[config.mk]
export PLATFORM = sky130hd
export DESIGN_NAME = spi_xfer_master
export DESIGN_NICKNAME = d
export VERILOG_FILES = /design/src/rtl/spi_xfer_pkg.sv /design/src/rtl/spi_xfer_fifo.sv /design/src/rtl/spi_xfer_baud.sv /design/src/rtl/spi_xfer_engine.sv /design/src/rtl/spi_xfer_master.sv
export SDC_FILE = /design/constraint.sdc
export NUM_CORES = 1
export LEC_CHECK = 0
export BUFFER_PORTS_ARGS = -buffer_cell sky130_fd_sc_hd__buf_4
export CAP_MARGIN = 20
export CELL_PAD_IN_SITES_DETAIL_PLACEMENT = 1
export CELL_PAD_IN_SITES_GLOBAL_PLACEMENT = 1
export CORE_MARGIN = 2
export CORE_UTILIZATION = 45
export DETAILED_ROUTE_END_ITERATION = 8
export GPL_TIMING_DRIVEN = 0
export PLACE_DENSITY = 0.72
export SYNTH_ARGS = -nofsm -noshare
export SYNTH_HDL_FRONTEND = slang
export SYNTH_SLANG_ARGS = --single-unit
[constraint.sdc]
create_clock -name clk -period 3.5 [get_ports clk]
set_input_delay 0.7 -clock clk [delete_from_list [all_inputs] [get_ports clk]]
set_output_delay 0.7 -clock clk [all_outputs]
set_load 0.05 [all_outputs]
[src/rtl/spi_xfer_pkg.sv]
package spi_xfer_pkg;
  localparam int REG_CTRL = 0;
  localparam int REG_STAT = 1;
  localparam int REG_SEL  = 2;
  localparam int REG_TX   = 3;
  localparam int REG_RX   = 4;

  localparam int CTRL_EN     = 0;
  localparam int CTRL_TX_CLR = 1;
  localparam int CTRL_RX_CLR = 2;

  function automatic logic [31:0] status_pack(input logic rx_e, input logic rx_f,
                                              input logic tx_e, input logic tx_f,
                                              input logic ovr);
    status_pack = {27'd0, ovr, tx_f, tx_e, rx_f, rx_e};
  endfunction

  function automatic int chain_span(input int w, input int n, input int half);
    chain_span = (2 * w * n - 1) * half;
  endfunction
endpackage

[src/rtl/spi_xfer_fifo.sv]
module spi_xfer_fifo #(
  parameter int W     = 8,
  parameter int DEPTH = 16
) (
  input  logic         clk,
  input  logic         rst_n,
  input  logic         clr,
  input  logic         push,
  input  logic [W-1:0] din,
  input  logic         pop,
  output logic [W-1:0] dout,
  output logic         empty,
  output logic         full
);
  generate
    if (DEPTH == 1) begin : g_single
      logic [W-1:0] q;
      logic         vld;
      always_ff @(posedge clk) begin
        if (!rst_n || clr) begin
          vld <= 1'b0;
          q   <= '0;
        end else if (push && !vld) begin
          vld <= 1'b1;
          q   <= din;
        end else if (pop && vld) begin
          vld <= 1'b0;
        end
      end
      assign dout  = q;
      assign empty = !vld;
      assign full  = vld;
    end else begin : g_ring
      localparam int AW = $clog2(DEPTH);
      logic [W-1:0]  mem [DEPTH];
      logic [AW-1:0] wp, rp;
      logic [AW:0]   cnt;
      logic          do_push, do_pop;
      assign empty   = (cnt == '0);
      assign full    = (cnt == (AW+1)'(DEPTH));
      assign do_push = push && !full;
      assign do_pop  = pop && !empty;
      assign dout    = mem[rp];
      always_ff @(posedge clk) begin
        if (!rst_n || clr) begin
          wp  <= '0;
          rp  <= '0;
          cnt <= '0;
        end else begin
          if (do_push) wp <= wp + 1'b1;
          if (do_pop)  rp <= rp + 1'b1;
          if (do_push && !do_pop)      cnt <= cnt + 1'b1;
          else if (do_pop && !do_push) cnt <= cnt - 1'b1;
        end
      end
      always_ff @(posedge clk) begin
        if (do_push) mem[wp] <= din;
      end
    end
  endgenerate
endmodule

[src/rtl/spi_xfer_baud.sv]
module spi_xfer_baud #(
  parameter int HALF = 4
) (
  input  logic clk,
  input  logic rst_n,
  input  logic run,
  output logic tick
);
  localparam int CW = (HALF > 1) ? $clog2(HALF) : 1;
  localparam logic [CW-1:0] LAST = CW'(HALF - 1);
  logic [CW-1:0] cnt;

  assign tick = run && (cnt == LAST);

  always_ff @(posedge clk) begin
    if (!rst_n || !run || cnt == LAST) cnt <= '0;
    else                               cnt <= cnt + 1'b1;
  end
endmodule

[src/rtl/spi_xfer_engine.sv]
module spi_xfer_engine #(
  parameter int W    = 8,
  parameter int HALF = 4
) (
  input  logic         clk,
  input  logic         rst_n,
  input  logic         run_ok,
  input  logic         tx_avail,
  input  logic [W-1:0] tx_data,
  input  logic         miso,
  output logic         tx_pop,
  output logic         rx_push,
  output logic [W-1:0] rx_data,
  output logic         sck,
  output logic         mosi,
  output logic         busy,
  output logic         ev_rise,
  output logic         ev_fall
);
  localparam int BW = $clog2(W);
  logic [W-1:0]  sh, rsh, rx_next;
  logic [BW-1:0] bcnt;
  logic          tick, go, last_bit, start_idle, chain, load;

  spi_xfer_baud #(.HALF(HALF)) u_baud (
    .clk  (clk),
    .rst_n(rst_n),
    .run  (busy),
    .tick (tick)
  );

  assign go         = run_ok && tx_avail;
  assign last_bit   = (bcnt == '0);
  assign start_idle = !busy && go;
  assign chain      = busy && tick && sck && last_bit && go;
  assign load       = start_idle || chain;
  assign tx_pop     = load;
  assign rx_next    = {rsh[W-2:0], miso};
  assign ev_rise    = busy && tick && !sck;
  assign ev_fall    = load || (busy && tick && sck && !last_bit);
  assign rx_push    = ev_rise && last_bit;
  assign rx_data    = rx_next;
  assign mosi       = sh[W-1];

  always_ff @(posedge clk) begin
    if (!rst_n) begin
      busy <= 1'b0;
      sck  <= 1'b1;
      sh   <= '0;
      rsh  <= '0;
      bcnt <= '0;
    end else if (load) begin
      busy <= 1'b1;
      sck  <= 1'b0;
      sh   <= tx_data;
      bcnt <= BW'(W - 1);
    end else if (busy && tick) begin
      if (!sck) begin
        sck <= 1'b1;
        rsh <= rx_next;
      end else if (!last_bit) begin
        sck  <= 1'b0;
        sh   <= {sh[W-2:0], 1'b0};
        bcnt <= bcnt - 1'b1;
      end else begin
        busy <= 1'b0;
      end
    end
  end
endmodule

[src/rtl/spi_xfer_master.sv]
module spi_xfer_master #(
  parameter int XFER_W   = 8,
  parameter int HAS_FIFO = 1,
  parameter int SCK_HALF = 4
) (
  input  logic        clk,
  input  logic        rst_n,
  input  logic        reg_wr,
  input  logic        reg_rd,
  input  logic [4:0]  reg_addr,
  input  logic [3:0]  reg_be,
  input  logic [31:0] reg_wdata,
  output logic [31:0] reg_rdata,
  output logic        spi_sck,
  output logic        spi_mosi,
  input  logic        spi_miso,
  output logic        spi_ss_n
);
  import spi_xfer_pkg::*;
  localparam int DEPTH = (HAS_FIFO != 0) ? 16 : 1;

  logic [2:0]        idx;
  logic              wr_ok, tx_push, tx_clr, rx_clr, rx_pop;
  logic              en_q, sel_q, ovr_q;
  logic              tx_empty, tx_full, rx_empty, rx_full;
  logic [XFER_W-1:0] tx_head, rx_head, eng_rx_data;
  logic              eng_tx_pop, eng_rx_push, eng_busy, eng_rise, eng_fall;

  assign idx     = reg_addr[4:2];
  assign wr_ok   = reg_wr && (reg_be == 4'hF);
  assign tx_push = wr_ok && idx == 3'(REG_TX);
  assign tx_clr  = wr_ok && idx == 3'(REG_CTRL) && reg_wdata[CTRL_TX_CLR];
  assign rx_clr  = wr_ok && idx == 3'(REG_CTRL) && reg_wdata[CTRL_RX_CLR];
  assign rx_pop  = reg_rd && idx == 3'(REG_RX);

  always_ff @(posedge clk) begin
    if (!rst_n) begin
      en_q  <= 1'b0;
      sel_q <= 1'b0;
      ovr_q <= 1'b0;
    end else begin
      if (wr_ok && idx == 3'(REG_CTRL)) en_q  <= reg_wdata[CTRL_EN];
      if (wr_ok && idx == 3'(REG_SEL))  sel_q <= reg_wdata[0];
      if (rx_clr)                       ovr_q <= 1'b0;
      else if (eng_rx_push && rx_full)  ovr_q <= 1'b1;
    end
  end

  spi_xfer_fifo #(.W(XFER_W), .DEPTH(DEPTH)) u_txq (
    .clk  (clk),
    .rst_n(rst_n),
    .clr  (tx_clr),
    .push (tx_push),
    .din  (reg_wdata[XFER_W-1:0]),
    .pop  (eng_tx_pop),
    .dout (tx_head),
    .empty(tx_empty),
    .full (tx_full)
  );

  spi_xfer_fifo #(.W(XFER_W), .DEPTH(DEPTH)) u_rxq (
    .clk  (clk),
    .rst_n(rst_n),
    .clr  (rx_clr),
    .push (eng_rx_push && !rx_full),
    .din  (eng_rx_data),
    .pop  (rx_pop),
    .dout (rx_head),
    .empty(rx_empty),
    .full (rx_full)
  );

  spi_xfer_engine #(.W(XFER_W), .HALF(SCK_HALF)) u_eng (
    .clk     (clk),
    .rst_n   (rst_n),
    .run_ok  (en_q && sel_q),
    .tx_avail(!tx_empty),
    .tx_data (tx_head),
    .miso    (spi_miso),
    .tx_pop  (eng_tx_pop),
    .rx_push (eng_rx_push),
    .rx_data (eng_rx_data),
    .sck     (spi_sck),
    .mosi    (spi_mosi),
    .busy    (eng_busy),
    .ev_rise (eng_rise),
    .ev_fall (eng_fall)
  );

  assign spi_ss_n = !sel_q;

  always_comb begin
    reg_rdata = '0;
    case (idx)
      3'(REG_CTRL): reg_rdata = {31'd0, en_q};
      3'(REG_STAT): reg_rdata = status_pack(rx_empty, rx_full, tx_empty, tx_full, ovr_q);
      3'(REG_SEL):  reg_rdata = {31'd0, sel_q};
      3'(REG_RX):   reg_rdata = rx_empty ? 32'd0 : 32'(rx_head);
      default:      reg_rdata = '0;
    endcase
  end
endmodule

==> key figures <==
Timing
  – Slew Viols, Final: 0
  – Clock skew: roughly 0.029 ns
  – Setup repair after global routing missed its margin: false
  – Final min period: 3.374 ns
  – Final worst-path cycle share: between 90% and 100%
  – Actual transition at the worst max-transition pin: 0.9585 ns
  – Worst-case headroom to the max-slew limit: a little over a third
  – Maximum clock rate: about 300 MHz
  – Count of endpoints failing hold in the final timing report: 0
  – Setup violation total in the final timing report: 0

Placed design
  – Placed wire-length estimate after detailed placement: approximately 19000 um
  – Routability cong.: ~0.78
  – DP Cell Count: ~1200
  – Buffers on Ports: 28

GRT
  – Global route overflow: 0
  – Total routing usage reported by global routing: approximately 19%
  – Via count of the first global-routing pass: roughly 7200
  – Initial antenna violation count: 0
  – First-pass GRT wire length: roughly 44000 um
  – Maximum number of pins on one net before global-route repair: 19

Critical path
  – Highest net fanout along the worst path: 10
  – Max stage delay on crit path: 0.54 ns
  – Cells traversed along the worst timing path: buf_6 > buf_4 > mux4_2 > mux2_2 > o21ai_2 > o22ai_1 > buf_4
  – Kind of end point of the critical path: output port
  – Kind of cell adding the most delay to the critical path: multiplexers
  – Worst setup path category: reg2out
  – Critical path's most frequent cell: sky130_fd_sc_hd__buf_4
  – Bufs and invs on worst path: 3
  – Highest-delay cell along the critical path: sky130_fd_sc_hd__mux4_2
  – Required time reported for the critical path endpoint: 2.80 ns
  – Worst Path Arrival: 2.67 ns
  – Critical path launch point type: register

Yosys
  – Count of synthesis-stage warnings from yosys: 0
  – Number of library cell types mapped by synthesis: 52
  – Primary FF master, synth: sky130_fd_sc_hd__edfxtp_1
  – Dominant cell type by area after synthesis: sky130_fd_sc_hd__edfxtp_1
  – Leading cell types by total area after synthesis: sky130_fd_sc_hd__edfxtp_1 (60%), sky130_fd_sc_hd__mux4_2 (10%), sky130_fd_sc_hd__dfxtp_1 (9.2%), sky130_fd_sc_hd__ha_1 (2.0%), sky130_fd_sc_hd__buf_4 (1.6%)
  – Register bit total from synthesis: around 320
  – Synth Cell Area: between 0.01 and 0.015 mm2
  – Number of cells produced by synthesis: 764
  – Share of synthesized registers carrying an async set or reset: 0%
  – Post-synth top area share: between 50% and 60%
  – Number of synthesized flops with an enable pin: 256
  – Average size of a mapped cell: roughly 17 um2
  – Share of the yosys chip area belonging to registers: 69.14%

Final layout
  – Final-stage net count: between 900 and 1000
  – Diode insertion count for antenna repair: 0
  – Area overhead of the layout relative to synthesis: 15.26%
  – Non-filler cells in the finished layout: between 1000 and 1500
  – Fraction of layout cells with a size suffix above 1: a little under a quarter
  – Fillers: between 2000 and 3000

Clock tree
  – Maximum clock path buffer count: 3
  – Number of buffers inserted during clock tree synthesis: 34
  – Max H-tree Level: 2
  – TritonCTS clock tree: built
  – Total number of clock tree sinks: 315
  – Clock insertion delay at the later pin of the skew report: 0.52 ns
  – CTS Hold Bufs: 0
  – Clock transition at the registers of the reported paths: ~0.060 ns
  – Clock Root Buffer: sky130_fd_sc_hd__clkbuf_16

Worst hold path
  – Hold WC Path Type: reg2reg

Status
  – Result of the run: completed

Pwr
  – P_sw: between 1.5 and 2 mW
  – Overall power consumption: 7.631 mW
  – Cell Pwr Density: between 500 and 600 mW/mm2
  – Leakage component of the power: 5.004 nW
  – Clock power share: a little under half
  – Switching part of the total power: about a fifth
  – Combinational fraction of design power: approximately 2.0%
  – Maximum vdd drop: between 0.0004 and 0.0005 V
  – Relative contribution of sequential cells to total power: between 50% and 60%
  – Internal Power: ~6 mW

Die
  – Core area: 0.02793 mm2
  – Die width: roughly 170 um
  – I/O pin count: 81
  – Effective utilization at floorplan: between 40% and 50%
  – Row count: 61
  – Die Footprint: around 0.030 mm2
  – Y dimension of the die: between 150 and 200 um

Routing
  – Routed Antenna Nets: 0
  – WL/cell: between 20 and 25 um
  – Iteration-0 DRC count of the detailed router: 542
  – Via count: slightly below 7000
  – Via-to-Cell Ratio: approximately 5.4
  – Number of optimization iterations in the first detailed-route pass: 5
  – Detailed-route wire length: 28500 um
  – DRC violations left: 0

Run
  – Max Cap Violations: 0
metrics by stage:
| stage | area (um2) | hold WS (ns) | utilization [%] | setup slack, ns | TNS, ns |
|---|---|---|---|---|---|
| after floorplan | 12910 | 0.4057 | - | 0.3886 | 0 |
| after global placement | 13600 | 0.4131 | 48.67 | -0.06953 | -0.2510 |
| after detailed placement | 13640 | 0.4299 | 48.83 | -0.09127 | -0.09127 |
| after CTS | 14750 | 0.4389 | 52.79 | 0.006898 | 0 |
| after global routing | 14780 | 0.4486 | 52.92 | 0.007824 | 0 |
| final | 14780 | 0.4404 | 52.92 | 0.1263 | 0 |
worst paths after layout:
| path | cells after the start | slack (ns) | start | to |
|---|---|---|---|---|
| worst max-delay path | 7 | 0.13 | register | reg_rdata[0] |
| worst min-delay path | 1 | 0.44 | u_eng.u_baud.cnt[0] | u_eng.u_baud.cnt[0] |
| worst max register to register | 12 | 0.24 | u_txq.g_ring.cnt[0] | u_txq.g_ring.cnt[4] |
| worst min register to register | 1 | 0.44 | u_eng.u_baud.cnt[0] | u_eng.u_baud.cnt[0] |
synth_stat cells (2+ instances only):
master,n
sky130_fd_sc_hd__dfxtp_1,59
sky130_fd_sc_hd__nand2_1,41
sky130_fd_sc_hd__a21o_1,4
sky130_fd_sc_hd__buf_4,28
sky130_fd_sc_hd__o22ai_1,3
sky130_fd_sc_hd__edfxtp_1,256
sky130_fd_sc_hd__mux4_1,8
sky130_fd_sc_hd__nand3_1,10
sky130_fd_sc_hd__a22oi_1,20
sky130_fd_sc_hd__o21ai_0,3
sky130_fd_sc_hd__ha_1,21
sky130_fd_sc_hd__clkbuf_1,13
sky130_fd_sc_hd__nand4_1,4
sky130_fd_sc_hd__xnor2_1,11
sky130_fd_sc_hd__nor2b_1,5
sky130_fd_sc_hd__or3_1,2
sky130_fd_sc_hd__mux4_2,59
sky130_fd_sc_hd__nor3b_1,2
sky130_fd_sc_hd__nand3b_1,3
sky130_fd_sc_hd__and2_1,10
sky130_fd_sc_hd__a21oi_1,27
sky130_fd_sc_hd__buf_2,6
sky130_fd_sc_hd__inv_1,20
sky130_fd_sc_hd__nor3_1,9
sky130_fd_sc_hd__nand2b_1,4
sky130_fd_sc_hd__fa_1,2
sky130_fd_sc_hd__mux2i_1,15
sky130_fd_sc_hd__xor2_1,11
sky130_fd_sc_hd__nor2b_4,2
sky130_fd_sc_hd__nor2_1,54
sky130_fd_sc_hd__buf_1,10
sky130_fd_sc_hd__a31oi_1,3
sky130_fd_sc_hd__a211oi_2,2
sky130_fd_sc_hd__and3_1,12
sky130_fd_sc_hd__o31ai_1,2
sky130_fd_sc_hd__a211oi_1,7
what timing repair did:
action	in CTS	in global routing
buffers inserted	0	4
endpoints found under the hold margin	0	0
gates resized for setup	8	2
endpoints found under the setup margin	6	7
pin swaps	0	2
sequential cells by signal, indices dropped and copies added, names as in the netlist, named ones only:
signal	count
en_q	1
u_rxq.g_ring.wp	4
u_eng.busy	1
u_eng.rsh	7
u_eng.sck	1
u_eng.sh	8
u_eng.u_baud.cnt	2
u_rxq.g_ring.cnt	5
u_txq.g_ring.cnt	5
u_txq.g_ring.wp	4
u_txq.g_ring.mem	128
sel_q	1
u_rxq.g_ring.mem	128
u_eng.bcnt	3
u_txq.g_ring.rp	4
ovr_q	1
u_rxq.g_ring.rp	4
power groups by stage:
| stage | Sequential, mW | Combinational (mW) | Clock (mW) |
|---|---|---|---|
| 2_1_floorplan | 4.10 | 0.0985 | 0 |
| 3_3_place_gp | 4.10 | 0.149 | 0 |
| 3_5_place_dp | 4.10 | 0.151 | 0 |
| 4_1_cts | 4.02 | 0.151 | 3.52 |
| 5_1_grt | 4.02 | 0.163 | 3.67 |
| 6_report | 4.02 | 0.152 | 3.46 |
kinds of logic (layout without fill, tap and decap cells):
logic type | Yosys count | count (layout) | synth area share, %
buffers and inverters | 80 | 177 | 3.404
DFF | 315 | 315 | 69.14
and+or+nand+nor | 164 | 164 | 6.369
other | 1 | 24 | 0.02923
muxes | 83 | 83 | 13.26
adders and majority gates | 23 | 23 | 2.361
AOI/OAI and AO/OA | 76 | 76 | 3.941
xor gates and xnor gates | 22 | 22 | 1.502
final cells by class:
| class | instances | area [um2] | area share (%) |
|---|---|---|---|
| inverters | 21 | 78.83 | 0.5332 |
| flip-flops and latches | 315 | 8869 | 59.99 |
| clock inverters | 16 | 147.6 | 0.9986 |
| multi-input cells | 392 | 3647 | 24.67 |
| repair buffers | 38 | 272.8 | 1.845 |
| well taps | 378 | 473.0 | 3.199 |
| plain buffers | 59 | 370.4 | 2.505 |
| clock buffers | 43 | 925.9 | 6.263 |
cell usage in the layout (no fill, tap or decap), types with 12 or more instances in the layout:
| cell | count |
|---|---|
| sky130_fd_sc_hd__clkbuf_1 | 19 |
| sky130_fd_sc_hd__inv_1 | 20 |
| sky130_fd_sc_hd__edfxtp_1 | 256 |
| sky130_fd_sc_hd__clkbuf_16 | 35 |
| sky130_fd_sc_hd__and3_1 | 12 |
| sky130_fd_sc_hd__nor2_1 | 54 |
| sky130_fd_sc_hd__mux4_2 | 59 |
| sky130_fd_sc_hd__nand2_1 | 41 |
| sky130_fd_sc_hd__a22oi_1 | 20 |
| sky130_fd_sc_hd__mux2i_1 | 15 |
| sky130_fd_sc_hd__ha_1 | 21 |
| sky130_fd_sc_hd__conb_1 | 24 |
| sky130_fd_sc_hd__a21oi_1 | 27 |
| sky130_fd_sc_hd__buf_4 | 62 |
| sky130_fd_sc_hd__dfxtp_1 | 59 |
per-layer routing:
metal,routed length [um],vias to the layer above,global-route usage [%]
met1,11990,3512,25.69
met3,1574,62,3.804
li1,-,3098,-
met4,892,0,6.992
met5,0,-,0
met2,14050,192,31.85
Power figures use the tool's default switching activity.
